`src/rtl/dtmr_pkg.sv`:
```
package dtmr_pkg;
    localparam int DATA_W   = 32;
    localparam int CNT_W    = 29;
    localparam int EN_BIT   = 31;
    localparam int PER_BIT  = 30;
    localparam int ACK_BIT  = 30;
    localparam int STAT_BIT = 30;

    typedef logic [CNT_W-1:0] cnt_t;

    typedef struct packed {
        logic en;
        logic per;
        cnt_t reload;
    } cfg_t;

    typedef enum logic {
        SEL_TRIG = 1'b0,
        SEL_CTRL = 1'b1
    } sel_e;
endpackage

```
`src/rtl/dtmr_cfg.sv`:
```
module dtmr_cfg
    import dtmr_pkg::*;
(
    input  logic clk,
    input  logic rst_n,
    input  logic trig_wr,
    input  logic wr_en,
    input  logic wr_per,
    input  cnt_t wr_cnt,
    input  logic stop_req,
    output cfg_t cfg
);
    cfg_t cfg_d, cfg_q;

    always_comb begin
        cfg_d = cfg_q;
        if (trig_wr) begin
            cfg_d.en     = wr_en;
            cfg_d.per    = wr_per;
            cfg_d.reload = wr_cnt;
        end else if (stop_req) begin
            cfg_d.en = 1'b0;
        end
    end

    always_ff @(posedge clk) begin
        if (!rst_n) cfg_q <= '0;
        else        cfg_q <= cfg_d;
    end

    assign cfg = cfg_q;

    a_r6_oneshot_stop: assert property (@(posedge clk) disable iff (!rst_n)
        stop_req && !trig_wr |=> !cfg_q.en);
    a_r7_zero_disable: assert property (@(posedge clk) disable iff (!rst_n)
        trig_wr && !wr_en && !wr_per && wr_cnt == '0 |=> !cfg_q.en && cfg_q.reload == '0);
    a_r2_store: assert property (@(posedge clk) disable iff (!rst_n)
        trig_wr |=> cfg_q.en == $past(wr_en) && cfg_q.per == $past(wr_per));
endmodule

```
`src/rtl/dtmr_count.sv`:
```
module dtmr_count
    import dtmr_pkg::*;
(
    input  logic clk,
    input  logic rst_n,
    input  logic tick,
    input  logic load,
    input  cnt_t load_val,
    input  logic en,
    input  logic per,
    input  cnt_t reload,
    output cnt_t count,
    output logic expire,
    output logic stop_req
);
    typedef struct packed {
        cnt_t count;
    } st_t;

    st_t  st_d, st_q;
    logic zero, step;

    assign zero     = (st_q.count == '0);
    assign step     = tick && en && !load;
    assign expire   = step && zero;
    assign stop_req = expire && !per;

    always_comb begin
        st_d = st_q;
        if (load) begin
            st_d.count = load_val;
        end else if (step) begin
            if (!zero)    st_d.count = st_q.count - 1'b1;
            else if (per) st_d.count = reload;
        end
    end

    always_ff @(posedge clk) begin
        if (!rst_n) st_q <= '0;
        else        st_q <= st_d;
    end

    assign count = st_q.count;

    a_r3_decrement: assert property (@(posedge clk) disable iff (!rst_n)
        tick && en && !load && count != '0 |=> count == $past(count) - 1'b1);
    a_r3_hold: assert property (@(posedge clk) disable iff (!rst_n)
        !load && (!tick || !en) |=> $stable(count));
    a_r11_load: assert property (@(posedge clk) disable iff (!rst_n)
        load |=> count == $past(load_val));
    a_r5_reload: assert property (@(posedge clk) disable iff (!rst_n)
        expire && per |=> count == $past(reload));
    a_r6_rest_zero: assert property (@(posedge clk) disable iff (!rst_n)
        stop_req |=> count == '0);
endmodule

```
`src/rtl/dtmr_irq.sv`:
```
module dtmr_irq (
    input  logic clk,
    input  logic rst_n,
    input  logic set,
    input  logic clr,
    output logic irq
);
    typedef struct packed {
        logic pend;
    } st_t;

    st_t st_d, st_q;

    always_comb begin
        st_d = st_q;
        if (set)      st_d.pend = 1'b1;
        else if (clr) st_d.pend = 1'b0;
    end

    always_ff @(posedge clk) begin
        if (!rst_n) st_q <= '0;
        else        st_q <= st_d;
    end

    assign irq = st_q.pend;

    a_r4_raise: assert property (@(posedge clk) disable iff (!rst_n)
        set |=> irq);
    a_r9_clear: assert property (@(posedge clk) disable iff (!rst_n)
        clr && !set |=> !irq);
    a_r9_keep: assert property (@(posedge clk) disable iff (!rst_n)
        !clr && !set |=> $stable(irq));
endmodule

```
`src/rtl/dtmr_top.sv`:
```
module dtmr_top
    import dtmr_pkg::*;
(
    input  logic              clk,
    input  logic              rst_n,
    input  logic              tick,
    input  logic              acc_we,
    input  logic              acc_sel,
    input  logic [DATA_W-1:0] acc_wdata,
    output logic [DATA_W-1:0] acc_rdata,
    output logic              irq
);
    sel_e sel;
    logic trig_wr, ack_wr;
    cfg_t cfg;
    cnt_t count;
    logic expire, stop_req;
    logic unused_wbits;

    assign sel          = sel_e'(acc_sel);
    assign trig_wr      = acc_we && (sel == SEL_TRIG);
    assign ack_wr       = acc_we && (sel == SEL_CTRL) && acc_wdata[ACK_BIT];
    assign unused_wbits = ^acc_wdata[PER_BIT-1:CNT_W];

    dtmr_cfg u_cfg (
        .clk      (clk),
        .rst_n    (rst_n),
        .trig_wr  (trig_wr),
        .wr_en    (acc_wdata[EN_BIT]),
        .wr_per   (acc_wdata[PER_BIT]),
        .wr_cnt   (acc_wdata[CNT_W-1:0]),
        .stop_req (stop_req),
        .cfg      (cfg)
    );

    dtmr_count u_cnt (
        .clk      (clk),
        .rst_n    (rst_n),
        .tick     (tick),
        .load     (trig_wr),
        .load_val (acc_wdata[CNT_W-1:0]),
        .en       (cfg.en),
        .per      (cfg.per),
        .reload   (cfg.reload),
        .count    (count),
        .expire   (expire),
        .stop_req (stop_req)
    );

    dtmr_irq u_irq (
        .clk   (clk),
        .rst_n (rst_n),
        .set   (expire),
        .clr   (ack_wr),
        .irq   (irq)
    );

    always_comb begin
        acc_rdata = '0;
        if (sel == SEL_TRIG) begin
            acc_rdata[EN_BIT]      = cfg.en;
            acc_rdata[PER_BIT]     = cfg.per;
            acc_rdata[CNT_W-1:0]   = cfg.reload;
        end else begin
            acc_rdata[STAT_BIT]    = irq;
            acc_rdata[CNT_W-1:0]   = count;
        end
    end

    a_r8_ctrl_layout: assert property (@(posedge clk) disable iff (!rst_n)
        sel == SEL_CTRL |-> acc_rdata[STAT_BIT] == irq && acc_rdata[DATA_W-1] == 1'b0
                            && acc_rdata[CNT_W-1:0] == count);
    a_r10_collide: assert property (@(posedge clk) disable iff (!rst_n)
        expire && ack_wr |=> irq);
    a_r1_disabled_quiet: assert property (@(posedge clk) disable iff (!rst_n)
        !cfg.en |-> !expire);
endmodule

```
`config.mk`:
```
export PLATFORM = sky130hd
export DESIGN_NAME = dtmr_top
export DESIGN_NICKNAME = d
export VERILOG_FILES = /design/src/rtl/dtmr_pkg.sv /design/src/rtl/dtmr_cfg.sv /design/src/rtl/dtmr_count.sv /design/src/rtl/dtmr_irq.sv /design/src/rtl/dtmr_top.sv
export SDC_FILE = /design/constraint.sdc
export NUM_CORES = 1
export LEC_CHECK = 0
export BUFFER_PORTS_ARGS = -buffer_cell sky130_fd_sc_hd__buf_2
export CORE_MARGIN = 2
export CORE_UTILIZATION = 60
export DETAILED_ROUTE_END_ITERATION = 6
export PLACE_DENSITY = 0.84
export SYNTH_ARGS = -nofsm -noshare
export SYNTH_HDL_FRONTEND = slang
export SYNTH_HIERARCHICAL = 1
export SYNTH_SLANG_ARGS = --single-unit
```
`constraint.sdc`:
```
create_clock -name clk -period 6.8 [get_ports clk]
set_input_delay 1.36 -clock clk [delete_from_list [all_inputs] [get_ports clk]]
set_output_delay 1.36 -clock clk [all_outputs]
set_load 0.01 [all_outputs]
```
; ---- Word-level counts from Yosys, hierarchy flattened
; Cells that the tools add are included.
[classes]
eq_ne = 1
n_reduce_logical = 14
bitwise = 1
muxes = 11
addsub = 1
[op_table]
columns = op, count
row1 = 2-to-1 mux 29 bit, 5
row2 = zero test 29 bit, 1
row3 = subtractor 29 x 1 -> 29 bit (second input constant), 1
row4 = logical AND 1 bit, 7
row5 = 2-to-1 mux 1 bit, 6
row6 = nonzero test 2 bit, 3
row7 = != test 3 x 2 -> 1 bit (second input constant), 1
row8 = zero test 1 bit, 2
row9 = AND reduction 2 bit, 1
row10 = inverter 1 bit, 1
[word_totals]
register_bits = 61
out_inout_bits = 33
inputBits = 37
elab_cells = 33

; ---- Longest topological paths before layout
; Gate-level depths: netlist of the first run.
[depth]
depth_word = 8
depth_mapped = 12
ltp_nobuf = 8

; ---- Cells and area by module
; Netlist of the first run, hierarchy kept.
[modules_own_cells]
columns = module, instances, area_each_um2, cells_each, seq_area_each_um2
row1 = dtmr_count, 1, 2167.1, 298, 580.6
row2 = dtmr_cfg, 1, 1212.4, 100, 620.6
row3 = dtmr_top, 1, 535.5, 39, 0.0
row4 = dtmr_irq, 1, 41.3, 3, 20.0

; ---- Worst setup path before layout of the first run
; Ideal clock, no wire load.
[synth_timing]
kind = in2out
startpoint = in acc_sel
endpoint = out acc_rdata[20]
t_required_ns = 5.440
path_slack_ns = 3.510
arrival_ns = 1.930
n_path_buf = 2
stages = 3
cell_sequence = buf_6 -> buf_8 -> mux2_4
[synth_between]
elab_chain_len = 1
[synth_lines]
columns = item, line_no
row1 = from (decl), dtmr_top.sv:8  ; input logic acc_sel,
row2 = 2-to-1 mux 29 bit, dtmr_top.sv:60  ; if (sel == SEL_TRIG) begin
row3 = to (decl), dtmr_top.sv:10  ; output logic [DATA_W-1:0] acc_rdata,
; Every way passes these cells.

; ---- Final worst setup path of the first run
[layout_timing]
startpoint = in acc_sel
endpoint = out acc_rdata[26]
; The elaborated chain is that of the path after synthesis.

==> run_results.csv, run 1 <==
group,metric,value,unit
power_and_ir_drop,powerDensity,229,nW/um^2
critical_path,crit_arrival,2760,ps
global_route,grt_pass1_wl,16.3,mm
logic_synthesis,synthTopCellsByArea,"dfxtp_1 31%, mux2_4 10%, mux2i_1 7.8%",
drt,drtIter0Drc,315,
sta,slew_headroom,26.4,%
critical_path,end_kind,"output pin",
sta,finalWorstSetupSlack,2680,ps
logic_synthesis,synthFlopType,"dfxtp_1",
logic_synthesis,avgSynthCellArea,8.99,sq um
sta,min_period,4120,ps
sta,worst_pin_slew,1100,ps
logic_synthesis,yosys.area.top_type_share,30.9,%
clock_network,htree_levels,3,
logic_synthesis,synthCells,440,
hold_path,hold_class,"reg2reg",
sta,finalSetupViolCount,0,
global_route,antenna_found_initial,0,
drt,ant_nets,0,
critical_path,path_max_fanout,33,
power_and_ir_drop,p_leak,1.81,nW
sta,whs,522,ps
clock_network,cts_tree,"done",
clock_network,cts.path.max_buffers,2,
sta,finalHoldViolCount,0,
power_and_ir_drop,peakVddDrop,0.159,mV
logic_synthesis,ys_seq_area_share,30.9,%
logic_synthesis,syn_area,3960,sq um
global_route,grt_max_degree,73,
critical_path,worstRegToRegCells,8,
placed_design,place_area,4140,sq um
finish,nets,522,
logic_synthesis,synthArstFlopShare,0,%
drt,viasPerCell,6.56,
logic_synthesis,ys_ff_latch,61,
finish,final_area,4380,sq um
finish,num_antenna_cells,0,
clock_network,clkTransAtPathRegs,60,ps
drt,wire_per_inst,17.7,um
sta,period_share,60.6,%
finish,final_common_cell,"buf_2",
finish,stdcell_count,566,
sta,finClkSkew,9.95,ps
floorplan,rows,29,
run,max-cap-violations,0,
logic_synthesis,yosys_warnings,6,
clock_network,clkLatencyLatePin,340,ps
global_route,grt_pass1_vias,3532,
floorplan,die_area,7260,sq um
clock_network,root_buffer,"clkbuf_8",
power_and_ir_drop,total_power,1.00,mW
placed_design,dp.final_hpwl,6.29,mm
status,status,"finished, final reports clean",
logic_synthesis,syn-num-nets,478,
critical_path,critPathLaunchType,"primary input",
critical_path,r2r_setup_slack,3640,ps
drt,dr_total_vias,3714,
sta,rsz0062_at_grt,"no",
sta,max_freq,0.243,GHz
finish,post-route-util,69.0,%
logic_synthesis,yosysTopAreaCell,"dfxtp_1",
sta,maxSlewViolCount,0,
sta,fin_setup_tns,0,ps
floorplan,chipWidth,85.2,um
logic_synthesis,synth_edf_count,0,
floorplan,start_util,62.3,%
logic_synthesis,synth.distinct_cells,58,
clock_network,post_cts_buffers,0,
floorplan,core_area,6350,sq um
floorplan,io_pins,70,
critical_path,critPathRequiredTime,5440,ps
placed_design,gp_congestion,0.937,
drt,drc,0,
critical_path,critical_path_class,"in2out",
clock_network,numCtsBuffers,9,
finish,areaGrowthSynthToFinish,10.8,%
clock_network,postCtsHoldBufs,0,
placed_design,pre_cts_ws,2600,ps
drt,dr.pass1.iters,5,
global_route,grtUsageTotal,27.7,%
drt,drt-total-wl,10.0,mm
floorplan,die_h,85.2,um
hold_path,min_path_cells,2,
global_route,grt_overflow,0,
placed_design,io_buffers,67,
finish,drive_gt1_share,25.2,%
placed_design,dp.cells,550,
clock_network,clock-sinks,61,
finish,layout_common_cells,"67 x buf_2, 61 x dfxtp_1, 34 x a21oi_1, 31 x nor2b_1, 31 x mux2i_1",
clock_network,post_cts_resize_count,0,
## routing by layer
| metal | vias up | share of wire (%) | GRT usage [%] |
|---|---|---|---|
| met2 | 235 | 45 | 43.6 |
| li1 | 1721 | - | - |
| met5 | - | 0 | 0 |
| met4 | 0 | 2.4 | 13.0 |
| met3 | 32 | 9.2 | 7.20 |
| met1 | 1726 | 43 | 35.3 |
## final cells by class
type                            count  area [sq um]
Clock buffer                       12           145
Clock inverter                      4          95.1
Fill cell                         542          1970
Inverter                            5          18.8
Multi-Input combinational cell    336          2440
Sequential cell                    61          1220
Tap cell                           77          96.3
Timing Repair Buffer               71           365
## path summary, 6_finish.rpt
path	startpoint	endpoint
worst max-delay path	acc_sel	acc_rdata[26]
worst max register to register	u_cnt/count[0]	u_cnt/count[27]
worst min-delay path	u_cnt/count[18]	u_cnt/count[18]
worst min register to register	u_cnt/count[18]	u_cnt/count[18]
## critical path, cell delays in order
cell and delay (ps):
buf_2 820, mux2_2 430, buf_2 150
## cells by family (layout without fill, tap and decap cells)
logic type / count (synthesis) / count (layout) / share of synthesized area [%]
XOR/XNOR: 9 / 9 / 1.99
AO/OA/AOI/OAI: 116 / 116 / 18.7
flip-flops: 61 / 61 / 30.9
buffers and inverters: 43 / 92 / 7.62
AND/OR/NAND/NOR: 147 / 147 / 21.2
adder cells (fa/ha/maj): 1 / 1 / 0.316
multiplexers: 62 / 62 / 19.2
other: 1 / 1 / 0.0948
## registers in the layout, indices dropped and copies added, names as in the netlist
register	count
u_cnt/count	29
u_cfg/cfg	31
u_irq/irq	1
## power by group
part / total [mW] / switching (mW) / internal, mW
Combinational: 0.205 / 0.115 / 0.0902
Sequential: 0.405 / 0.0262 / 0.378
Clock: 0.392 / 0.139 / 0.253
Total: 1.00 / 0.280 / 0.722
## cell usage after synthesis, drive strengths merged, types with 8 or more instances
library cell  instances
a21oi                34
buf                  15
clkbuf               23
dfxtp                61
mux2                 31
mux2i                31
nand2                22
nand3                14
nor2                 12
nor2b                33
nor3                 16
nor4                 11
o211ai               10
o21ai                31
o31ai                 8
or3                  11
or4                  11
Power figures use the tool's default switching activity.
==> run 2, diff against run 1 <==
Settings changed: ABC_AREA from default to 1, CORE_UTILIZATION 60 to 57, PLACE_DENSITY 0.84 to 0.8.
Clock period 6.8 ns to 4.2 ns, I/O delays scaled along.
==> run 2 against run 1 <==
Compared with the run above:
- utilization decreased by 5.0 points
- die area increased by 11%
- sequential power rose by 67%
- critical endpoint is now acc_rdata[17]
- largest cell class unchanged
- largest power group unchanged
- critical path depth up 2
- routed wire length up 13%
- non-clock buffer count stayed put
- critical path type unchanged
- sequential share of layout area decreased by 1.4 points
- worst hold slack worse by 28 ps
- highest routed layer unchanged
- clock power rose by 37%
- cell area up 5.4%
- register-to-register slack got worse by 2100 ps
==> run_results.csv, run 2 <==
group,metric,value,unit
finish,layout_common_cells,"204 x nand2_1, 110 x nor2_1, 67 x buf_2, 61 x dfxtp_1, 42 x nand3_1",
logic_synthesis,syn-num-nets,705,
floorplan,chipWidth,89.9,um
clock_network,clock-sinks,61,
finish,areaGrowthSynthToFinish,9.72,%
clock_network,htree_levels,3,
sta,finClkSkew,10.7,ps
critical_path,r2r_start,"u_cnt/count[0]",
status,status,"finished, final reports clean",
clock_network,postCtsHoldBufs,0,
drt,ant_nets,0,
sta,max_freq,0.342,GHz
sta,min_period,2920,ps
clock_network,root_buffer,"clkbuf_8",
logic_synthesis,ys_seq_area_share,29.0,%
critical_path,critical_path_class,"in2out",
hold_path,worstHoldEndpoint,"u_irq/irq",
critical_path,slowest_delay,610,ps
global_route,grt_pass1_vias,4098,
clock_network,post_cts_resize_count,0,
logic_synthesis,ys_ff_latch,61,
logic_synthesis,yosysTopAreaCell,"dfxtp_1",
hold_path,hold_class,"reg2reg",
clock_network,post_cts_buffers,0,
placed_design,io_buffers,67,
drt,wire_per_inst,13.8,um
finish,final_common_cell,"nand2_1",
critical_path,crit_slowest_cell,"buf_2",
power_and_ir_drop,peakVddDrop,0.215,mV
critical_path,cp_num_buf_inv,3,
critical_path,r2r-end,"u_cnt/count[17]",
floorplan,start_util,58.3,%
drt,dr.pass1.iters,5,
logic_synthesis,synth_edf_count,0,
placed_design,dp.final_hpwl,7.56,mm
logic_synthesis,yosys.area.top_type_share,29.0,%
logic_synthesis,yosys_warnings,6,
logic_synthesis,synthFlopType,"dfxtp_1",
sta,period_share,69.6,%
critical_path,crit_chain,"buf_2 > inv_6 > nand2_1 > nand2_1 > buf_2",
critical_path,critPathLaunchType,"primary input",
clock_network,cts.path.max_buffers,2,
logic_synthesis,syn_area,4210,sq um
run,max-cap-violations,0,
power_and_ir_drop,powerDensity,369,nW/um^2
logic_synthesis,synth.distinct_cells,39,
critical_path,worstRegToRegCells,9,
logic_synthesis,synthTopCellsByArea,"dfxtp_1 29%, nand2_1 18%, nor2_1 9.9%",
global_route,grtUsageTotal,28.2,%
clock_network,clkLatencyLatePin,350,ps
sta,maxSlewViolCount,0,
floorplan,die_area,8090,sq um
floorplan,rows,31,
power_and_ir_drop,p_leak,2.29,nW
finish,largest_reg_flops,31,
critical_path,r2r_setup_slack,1530,ps
sta,rsz0062_at_grt,"no",
logic_synthesis,synthArstFlopShare,0,%
drt,drc,0,
global_route,grt_pass1_wl,19.1,mm
clock_network,clkTransAtPathRegs,70,ps
global_route,antenna_found_initial,0,
floorplan,core_area,7210,sq um
drt,drtIter0Drc,267,
floorplan,die_h,89.9,um
hold_path,min_path_cells,2,
clock_network,numCtsBuffers,9,
critical_path,end_kind,"output pin",
power_and_ir_drop,total_power,1.71,mW
floorplan,io_pins,70,
sta,fin_setup_tns,0,ps
clock_network,cts_tree,"done",
sta,finalSetupViolCount,0,
critical_path,cpLargestDelayFamily,"buffers and inverters",
placed_design,gp_congestion,0.890,
drt,viasPerCell,5.35,
finish,nets,753,
critical_path,crit_arrival,2080,ps
logic_synthesis,yosys-top-cells-count,"204 x nand2_1, 111 x nor2_1, 61 x dfxtp_1",
drt,dr_total_vias,4385,
finish,drive_gt1_share,19.2,%
logic_synthesis,synth_most_common_cell,"nand2_1",
hold_path,min-delay-start,"u_irq/irq",
drt,drt-total-wl,11.3,mm
sta,worst_pin_slew,1040,ps
critical_path,critPathRequiredTime,3360,ps
logic_synthesis,synthCells,667,
logic_synthesis,avgSynthCellArea,6.31,sq um
critical_path,path_max_fanout,34,
sta,slew_headroom,30.2,%
finish,num_antenna_cells,0,
global_route,grt_overflow,0,
sta,finalHoldViolCount,0,
global_route,grt_max_degree,53,
## run 2: cell type report
cell class	instances	area [sq um]
Multi-Input combinational cell	532	2550
Clock buffer	9	124
Inverter	40	155
Tap cell	99	124
Fill cell	714	2600
Sequential cell	61	1220
Timing Repair Buffer	71	365
Clock inverter	7	76.3
## run 2: how the worst max path moves through the flow
stage	startpoint	to	cells after the start
after floorplan	acc_sel	u_cnt/count[22]	9
after global placement	acc_sel	u_cnt/count[20]	10
after detailed placement	acc_sel	u_cnt/count[20]	10
after CTS	acc_sel	acc_rdata[27]	5
after global routing	acc_sel	acc_rdata[18]	5
final	acc_sel	acc_rdata[17]	5
## run 2: report_power, final
part / internal, mW / leakage (nW) / switching, mW / total (mW)
Clock: 0.276 / 0.0954 / 0.260 / 0.536
Sequential: 0.623 / 0.503 / 0.0533 / 0.677
Combinational: 0.175 / 1.70 / 0.318 / 0.492
Total: 1.07 / 2.29 / 0.632 / 1.71
## run 2: cells by family after synthesis
group	count (synthesis)	synth area share (%)
flip-flops	61	29.0
adder cells (fa/ha/maj)	1	0.297
XOR/XNOR	16	3.33
other	1	0.0891
AO/OA/AOI/OAI	106	14.4
AND/OR/NAND/NOR	408	42.3
buffers and inverters	74	10.5
## run 2: per-layer routing
layer,GRT usage [%],vias to the layer above,routed length [um]
li1,-,2224,-
met1,35.1,2001,5030
met2,49.7,141,5460
met3,4.36,19,617
met4,9.74,0,205
met5,0,-,0
## run 2: worst register-to-register path: stages (launching register included)
cell	delay (ps)
dfxtp_1	330
inv_1	100
ha_1	310
nand2_4	110
nor2_8	180
nand4_1	830
nand3_1	440
nand2_1	80
nand3_1	70
a21oi_1	70
## run 2: metrics by stage
step           cells  hold slack (ps)  setup WS [ps]  instance area (sq um)  util, %
4_1_cts          819              498           1280                   4620     64.0
2_1_floorplan    667              475           1620                   4210        -
6_report         819              493           1280                   4620     64.0
3_5_place_dp     803              485           1080                   4420     61.2
5_1_grt          819              531           1210                   4620     64.0
3_3_place_gp     803              472           1170                   4420     61.2
==> run 3, diff against run 2 <==
Settings changed: CORE_UTILIZATION 57 to 52, PLACE_DENSITY 0.8 to 0.76.
Clock period 4.2 ns to 2.55 ns, I/O delays scaled along.
==> run 3 against run 2 <==
Compared with the run above:
- total power increased by 55%
- sequential share of layout area about the same
- sequential cell count unchanged
- clock power increased by 33%
- cell area about the same
- utilization decreased by 4.6 points
- final cell count increased by 0.85%
- combinational power increased by 66%
- sequential power increased by 64%
- register-to-register slack got worse by 1200 ps
- non-clock buffer count increased by 5
- worst setup slack got worse by 900 ps
- largest power group unchanged
==> run_results.csv, run 3 (synthesis results as in run 2) <==
group,metric,value,unit
floorplan,start_util,54.2,%
clock_network,root_buffer,"clkbuf_8",
critical_path,slowest_delay,330,ps
drt,drc,0,
critical_path,critical_path_class,"reg2reg",
run,max-cap-violations,0,
critical_path,crit_chain,"inv_1 > ha_1 > nand2_4 > nor2_8 > nand2_4 > nor2_8 > buf_4 > nand2_4 > nand2_4 > a21boi_0 > a21oi_1",
status,status,"finished, final reports clean",
finish,largest_reg_flops,31,
global_route,grt_util_met3,3.53,%
finish,post-route-util,59.4,%
global_route,antenna_found_initial,0,
finish,drive_gt1_share,19.3,%
sta,fin_setup_tns,0,ps
drt,dr_total_vias,4336,
clock_network,numCtsBuffers,9,
sta,rsz0062_at_grt,"no",
drt,wire_per_inst,13.7,um
global_route,grt_max_degree,46,
critical_path,end_kind,"flip-flop",
sta,period_share,85.4,%
clock_network,clkLatencyLatePin,340,ps
placed_design,gp_congestion,0.867,
floorplan,chipWidth,94.0,um
critical_path,crit_arrival,2430,ps
critical_path,worstRegToRegCells,11,
critical_path,cpLargestDelayFamily,"simple AND/OR/NAND/NOR gates",
placed_design,io_buffers,67,
power_and_ir_drop,powerDensity,572,nW/um^2
sta,worst_pin_slew,951,ps
clock_network,cts.path.max_buffers,2,
clock_network,cts_tree,"done",
critical_path,critPathLaunchType,"flip-flop",
finish,num_antenna_cells,0,
placed_design,dp.final_hpwl,7.84,mm
finish,multiInputGateArea,2560,sq um
drt,ant_nets,0,
drt,drtIter0Drc,204,
hold_path,min_path_cells,3,
clock_network,postCtsHoldBufs,0,
sta,slew_headroom,36.2,%
finish,fillers,788,
finish,layout_common_cells,"204 x nand2_1, 110 x nor2_1, 67 x buf_2, 61 x dfxtp_1, 42 x nand3_1",
floorplan,die_area,8830,sq um
hold_path,hold_class,"in2reg",
finish,areaGrowthSynthToFinish,9.69,%
global_route,grt_pass1_vias,4062,
sta,finClkSkew,12.4,ps
critical_path,cp_num_buf_inv,2,
clock_network,post_cts_buffers,0,
finish,final_common_cell,"nand2_1",
power_and_ir_drop,p_leak,2.31,nW
floorplan,io_pins,70,
critical_path,r2r-end,"u_cnt/count[18]",
clock_network,htree_levels,3,
clock_network,clkTransAtPathRegs,70,ps
global_route,grt_overflow,0,
hold_path,min-delay-start,"acc_wdata[15]",
critical_path,cpMostUsedCell,"nand2_4",
sta,maxSlewViolCount,0,
sta,finalSetupViolCount,0,
finish,ff_latch_area,1220,sq um
floorplan,rows,32,
global_route,grt_pass1_wl,19.0,mm
drt,dr.pass1.iters,5,
critical_path,critPathRequiredTime,2800,ps
clock_network,clock-sinks,61,
global_route,top_usage_layer,"met2",
critical_path,crit_slowest_cell,"dfxtp_1",
critical_path,path_max_fanout,25,
global_route,use_met1,35.0,%
sta,finalHoldViolCount,0,
critical_path,r2r_setup_slack,370,ps
floorplan,core_area,7770,sq um
drt,drt-total-wl,11.3,mm
critical_path,r2r_start,"u_cnt/count[0]",
sta,min_period,2180,ps
global_route,grtUsageTotal,26.8,%
floorplan,die_h,94.0,um
global_route,use_met2,46.0,%
clock_network,post_cts_resize_count,0,
finish,nets,759,
sta,max_freq,0.459,GHz
hold_path,worstHoldEndpoint,"u_cfg/cfg[15]",
drt,viasPerCell,5.25,
power_and_ir_drop,peakVddDrop,0.262,mV
-- run 3: changes by cell type in the layout (fill, tap and decap cells not counted), sizes merged --
cell,change
buf,+5
clkbuf,+2
clkinvlp,-2
a21boi,+1
bufinv,-1
clkinv,-1
-- run 3: report_power, final --
part	total, mW	switching [mW]	leakage (nW)	internal [mW]
registers	1.11	0.0857	0.503	1.03
logic	0.819	0.526	1.73	0.293
clock network	0.711	0.373	0.0788	0.337
-- run 3: layout make-up --
class                      instances  area share (%)
sequential                        61            26.4
timing repair buffer              76            8.73
clock inverter                     3           0.325
clock buffer                      11            2.85
inverter                          40            3.36
multi-input combinational        533            55.5
tap                              102            2.76
-- run 3: worst reg2reg max path, cell delays in order, from the launching register on --
cell      delay (ps)
dfxtp_1          330
inv_1             90
ha_1             290
nand2_4          110
nor2_8           170
nand2_4           90
nor2_8           160
buf_4            330
nand2_4           80
nand2_4          180
a21boi_0         120
a21oi_1          140
-- run 3: layer usage --
| metal | up-vias | routed length, um |
|---|---|---|
| met1 | 1982 | 5170 |
| li1 | 2226 | - |
| met2 | 109 | 5470 |
| met3 | 19 | 493 |
| met5 | - | 0 |
| met4 | 0 | 206 |
-- run 3: worst max-delay path by stage --
stage,start,to,slack [ps],cells after the start
finish,u_cnt/count[0],u_cnt/count[18],370,11
global route,u_cnt/count[0],u_cnt/count[28],210,12
CTS,u_cnt/count[0],u_cnt/count[27],160,9
detailed placement,u_cnt/count[0],u_cnt/count[22],200,9
global placement,u_cnt/count[0],u_cnt/count[22],240,9
floorplan,acc_sel,u_cnt/count[22],300,9
-- run 3: through the flow --
step | setup WS (ps) | instance area, sq um | instances | total power, mW | hold slack [ps]
after floorplan | 297 | 4210 | 667 | 1.75 | 475
final | 372 | 4620 | 826 | 2.64 | 403
after global routing | 214 | 4620 | 826 | 2.83 | 404
after CTS | 160 | 4610 | 825 | 2.65 | 396
after detailed placement | 198 | 4460 | 811 | 1.94 | 480
after global placement | 244 | 4460 | 811 | 1.92 | 471
